File: config.mk
export PLATFORM = sky130hd
export DESIGN_NAME = pipe_hazard_ctl
export DESIGN_NICKNAME = d
export VERILOG_FILES = /design/src/rtl/pipe_ctl_pkg.sv /design/src/rtl/pipe_src_match.sv /design/src/rtl/pipe_cmd_merge.sv /design/src/rtl/pipe_hazard_ctl.sv
export SDC_FILE = /design/constraint.sdc
export NUM_CORES = 1
export LEC_CHECK = 0
export CAP_MARGIN = 15
export CORE_AREA = 2 2 39 41
export DETAILED_ROUTE_END_ITERATION = 7
export DIE_AREA = 0 0 41 43
export PLACE_DENSITY = 0.95
export SLEW_MARGIN = 20
export SYNTH_ARGS = -nofsm -noshare
export SYNTH_HDL_FRONTEND = slang
export SYNTH_SLANG_ARGS = --single-unit
File: constraint.sdc
create_clock -name vclk -period 2.8
set_input_delay 0.7 -clock vclk [all_inputs]
set_output_delay 0.7 -clock vclk [all_outputs]
set_load 0.02 [all_outputs]
File: src/rtl/pipe_ctl_pkg.sv
package pipe_ctl_pkg;
   typedef enum logic [1:0] {
      PR_XFER = 2'b00,
      PR_HOLD = 2'b01,
      PR_NOP  = 2'b10
   } preg_cmd_e;
endpackage

File: src/rtl/pipe_src_match.sv
// Compares the decode-stage sources with pending writers.
// BYPASS selects the interlock rule: forwarding present (loads only)
// or absent (any pending writer in execute or memory).
module pipe_src_match #(
   parameter int REG_W    = 5,
   parameter int ZERO_REG = 31,
   parameter bit BYPASS   = 1'b1
) (
   input  logic [REG_W-1:0] src_a,
   input  logic [REG_W-1:0] src_b,
   input  logic             use_a,
   input  logic             use_b,
   input  logic             ex_wr,
   input  logic             ex_load,
   input  logic [REG_W-1:0] ex_dst,
   input  logic             mem_wr,
   input  logic [REG_W-1:0] mem_dst,
   output logic             need_stall
);
   localparam int NSRC = 2;
   localparam logic [REG_W-1:0] ZR = REG_W'(ZERO_REG);

   logic [REG_W-1:0] src [NSRC];
   logic [NSRC-1:0]  used;
   logic [NSRC-1:0]  hit_ex;
   logic [NSRC-1:0]  hit_mem;
   logic             ex_live;
   logic             mem_live;

   assign src[0]   = src_a;
   assign src[1]   = src_b;
   assign used     = {use_b, use_a};
   assign ex_live  = ex_wr  && (ex_dst  != ZR);
   assign mem_live = mem_wr && (mem_dst != ZR);

   for (genvar i = 0; i < NSRC; i++) begin : g_src
      assign hit_ex[i]  = used[i] && ex_live  && (src[i] == ex_dst);
      assign hit_mem[i] = used[i] && mem_live && (src[i] == mem_dst);
   end

   if (BYPASS) begin : g_fwd
      logic unused_mem;
      assign unused_mem = ^hit_mem;
      assign need_stall = ex_load && (|hit_ex);
   end else begin : g_nofwd
      logic unused_ld;
      assign unused_ld  = ex_load;
      assign need_stall = (|hit_ex) || (|hit_mem);
   end
endmodule

File: src/rtl/pipe_cmd_merge.sv
// Turns interlock and cancel requests into per-register commands.
module pipe_cmd_merge
   import pipe_ctl_pkg::*;
(
   input  logic      rst_n,
   input  logic      load_stall,
   input  logic      br_cancel,
   output preg_cmd_e c_ifid,
   output preg_cmd_e c_idex,
   output preg_cmd_e c_exmem,
   output preg_cmd_e c_memwb,
   output logic      pc_hold,
   output logic      pc_redirect
);
   always_comb begin
      c_ifid      = PR_XFER;
      c_idex      = PR_XFER;
      c_exmem     = PR_XFER;
      c_memwb     = PR_XFER;
      pc_hold     = 1'b0;
      pc_redirect = 1'b0;
      if (!rst_n) begin
         c_ifid  = PR_NOP;
         c_idex  = PR_NOP;
         c_exmem = PR_NOP;
         c_memwb = PR_NOP;
         pc_hold = 1'b1;
      end else if (br_cancel) begin
         c_ifid      = PR_NOP;
         c_idex      = PR_NOP;
         c_exmem     = PR_NOP;
         pc_redirect = 1'b1;
      end else if (load_stall) begin
         c_ifid  = PR_HOLD;
         c_idex  = PR_NOP;
         pc_hold = 1'b1;
      end
   end
endmodule

File: src/rtl/pipe_hazard_ctl.sv
module pipe_hazard_ctl #(
   parameter int IW       = 32,
   parameter int REG_W    = 5,
   parameter int RA_LSB   = 21,
   parameter int RB_LSB   = 16,
   parameter int ZERO_REG = 31,
   parameter bit BYPASS   = 1'b1
) (
   input  logic             clk,
   input  logic             rst_n,
   input  logic [IW-1:0]    id_instr,
   input  logic             id_reads_a,
   input  logic             id_reads_b,
   input  logic             ex_wr,
   input  logic             ex_load,
   input  logic [REG_W-1:0] ex_dst,
   input  logic             mem_wr,
   input  logic [REG_W-1:0] mem_dst,
   input  logic             mem_branch,
   input  logic             mem_taken,
   output logic [1:0]       cmd_ifid,
   output logic [1:0]       cmd_idex,
   output logic [1:0]       cmd_exmem,
   output logic [1:0]       cmd_memwb,
   output logic             pc_hold,
   output logic             pc_redirect
);
   import pipe_ctl_pkg::*;

   localparam int NREGS = 1 << REG_W;

   if (RA_LSB + REG_W > IW || RB_LSB + REG_W > IW) begin : g_bad_field
      $error("source field lies outside the instruction word");
   end
   if (ZERO_REG >= NREGS || ZERO_REG < 0) begin : g_bad_zero
      $error("zero register index out of range");
   end

   logic [REG_W-1:0] src_a;
   logic [REG_W-1:0] src_b;
   logic             load_stall;
   logic             br_cancel;
   preg_cmd_e        c_ifid, c_idex, c_exmem, c_memwb;

   assign src_a     = id_instr[RA_LSB +: REG_W];
   assign src_b     = id_instr[RB_LSB +: REG_W];
   assign br_cancel = mem_branch && mem_taken;

   pipe_src_match #(
      .REG_W(REG_W), .ZERO_REG(ZERO_REG), .BYPASS(BYPASS)
   ) u_match (
      .src_a(src_a), .src_b(src_b),
      .use_a(id_reads_a), .use_b(id_reads_b),
      .ex_wr(ex_wr), .ex_load(ex_load), .ex_dst(ex_dst),
      .mem_wr(mem_wr), .mem_dst(mem_dst),
      .need_stall(load_stall)
   );

   pipe_cmd_merge u_merge (
      .rst_n(rst_n), .load_stall(load_stall), .br_cancel(br_cancel),
      .c_ifid(c_ifid), .c_idex(c_idex), .c_exmem(c_exmem), .c_memwb(c_memwb),
      .pc_hold(pc_hold), .pc_redirect(pc_redirect)
   );

   assign cmd_ifid  = c_ifid;
   assign cmd_idex  = c_idex;
   assign cmd_exmem = c_exmem;
   assign cmd_memwb = c_memwb;
endmodule

==> summary.md <==
- **count of flip-flops and latches** 0
- **post-detailed-route wirelength per cell** 10.1 um
- **Initial Util** 15.7%
- **highest achievable clock rate** 0.365 GHz
- **Finished Layout Cells** 76
- **vertical die dimension** 43 um
- **number of standard cells after synthesis** 30
- **per-cell via count in the routed design** 4.09
- **pin count of the biggest net entering global routing** 4
- **share of the core filled with cells** 37.7%
- **Crit Path Class** in -> out
- **sequential element share of the synthesized area** 0%
- **Sequential Area** 0 um^2
- **final count of pins violating max slew** 0
- **final count of negative-setup-slack endpoints** 0
- **IO buf count** 29
- **wire length of the first global-routing pass** 1.03 mm
- **path category of the worst min-delay check** in -> out
- **core area** 0.00138 mm^2
- **global route overflow** 0
- **Post-Route M1 WL** 201 um
- **initial antenna violation count** 0
- **commonest cells after routing, fill and taps aside** clkdlybuf4s50_1 (13), xor2_1 (8), dlygate4sd2_1 (6)
- **time the worst path needs with I/O delays and setup** 2740 ps
- **number of maximum-capacitance constraint violations** 0
- **Synth warnings** 0
- **Mapped Avg Cell Area** 7.26 um^2
- **biggest area consumer among synthesized cells** xor2_1
- **initial drt markers** 1
- **top area cells in the synthesized netlist** xor2_1 (32%), buf_4 (14%), xnor2_1 (8.0%)
- **postcts setup bufs** 0
- **CP required** 2100 ps
- **fraction of layout instances using a drive strength above 1** 18.3%
- **GRT Resource Usage Total** 8.29%
- **count of nets after finishing** 113
- **1st-pass router iterations** 4
- **kind of end point of the critical path** output pin
- **length of routed met3 wiring** 83 um
- **Max rail drop VDD** 28.4 uV
- **number of top-level pins** 61
- **Antenna diodes** 0
- **portion of synthesized cell area occupied by the leading cell type** 32.2%
- **DP Wirelength** 706 um
- **count of clock buffers in the final design** 0
- **cell area after layout** 522 um^2
- **status** completed
- **Area Overhead vs Synth** 140%
- **full die area** 0.00176 mm^2
- **number of global-route vias before repair** 287
- **wire length on met2** 487 um
- **final-report hold violation count** 0
- **routed via count** 311
- **Placement Rows** 14
- **most common cell after layout, fill and taps aside** clkdlybuf4s50_1
- **data arrival at the endpoint of the critical path** 2040 ps
- **number of buffers inserted for hold repair after clock tree synthesis** 0
- **die width** 41 um
- **nature of the critical path startpoint** primary input
- **final weighted congestion in routability-driven placement** 0.539
- **period utilization** 98.0%
- **unrepaired setup endpoints after global routing** false
- **CP Max Fanout** 2
- **Pwr per Cell Area** 145 mW/mm^2
- **post-synthesis cell type count** 17
- **placed cell areas** 528 um^2
- **leakage component of the power** 0.234 nW
- **Cell Count Post-Placement** 76
- **final antenna-violating net count** 0
- **total chip power** 0.0000756 W
- **post-synthesis instance area** 218 um^2
- **top layer used by detailed routing** met3
- **DR DRC count** 0
- **total wire length after detailed routing** 771 um
==> path summary, 6_finish.rpt <==
path / from / end / slack, ps / depth (start not counted)
setup / recovery: rst_n / pc_redirect / 60 / 5
hold / removal: ex_dst[3] / cmd_idex[1] / 2060 / 5
==> area by class of cell <==
type               count  area [um^2]
inverters              1         3.75
fillers              145          862
repair buffers        32          293
well taps             16         20.0
multi-input cells     27          205
==> critical path: stages <==
cell             delay [ps]
clkdlybuf4s50_1         480
buf_4                   120
inv_1                    50
nor2_1                   90
clkdlybuf4s50_1         600
==> cells by family (layout without fill, tap and decap cells) <==
group                  count (synthesis)  count (layout)  synth area share [%]
XOR/XNOR                              10              10                  40.2
other                                  1               3                  1.72
AO/OA/AOI/OAI                          4               4                  16.7
AND/OR/NAND/NOR                       10              10                  25.9
buffers and inverters                  5              33                  15.5
==> per-stage QoR <==
step / TNS, ps / hold slack, ps / setup WS, ps
floorplan: 0 / 1480 / 313
global placement: -1740 / 2450 / -621
detailed placement: -1950 / 2460 / -680
CTS: 0 / 2160 / 4.43
global route: 0 / 2120 / 3.35
finish: 0 / 2060 / 57.3
==> repair_timing <==
| item | 4_1_cts | 5_1_grt |
|---|---|---|
| cloned | 0 | 0 |
| gates resized for setup | 29 | 6 |
| pin swaps | 4 | 3 |
| setup endpoints to repair | 3 | 3 |
==> per-layer routing <==
layer	vias to the layer above	GRT usage (%)
li1	158	-
met1	141	4.75
met2	12	20.9
met3	0	0.524
met4	0	0
met5	-	0
==> cells in the mapped netlist (2+ instances only) <==
cell type and count:
buf_4 4, xnor2_1 2, xor2_1 8, nand2_1 3
==> power by group <==
group / internal (W) / switching [W] / total [W] / leakage, nW
combinational: 0.0000421 / 0.0000336 / 0.0000756 / 0.234
clock: 0 / 0 / 0 / 0
sequential: 0 / 0 / 0 / 0
(Power assumes the default switching activity.)
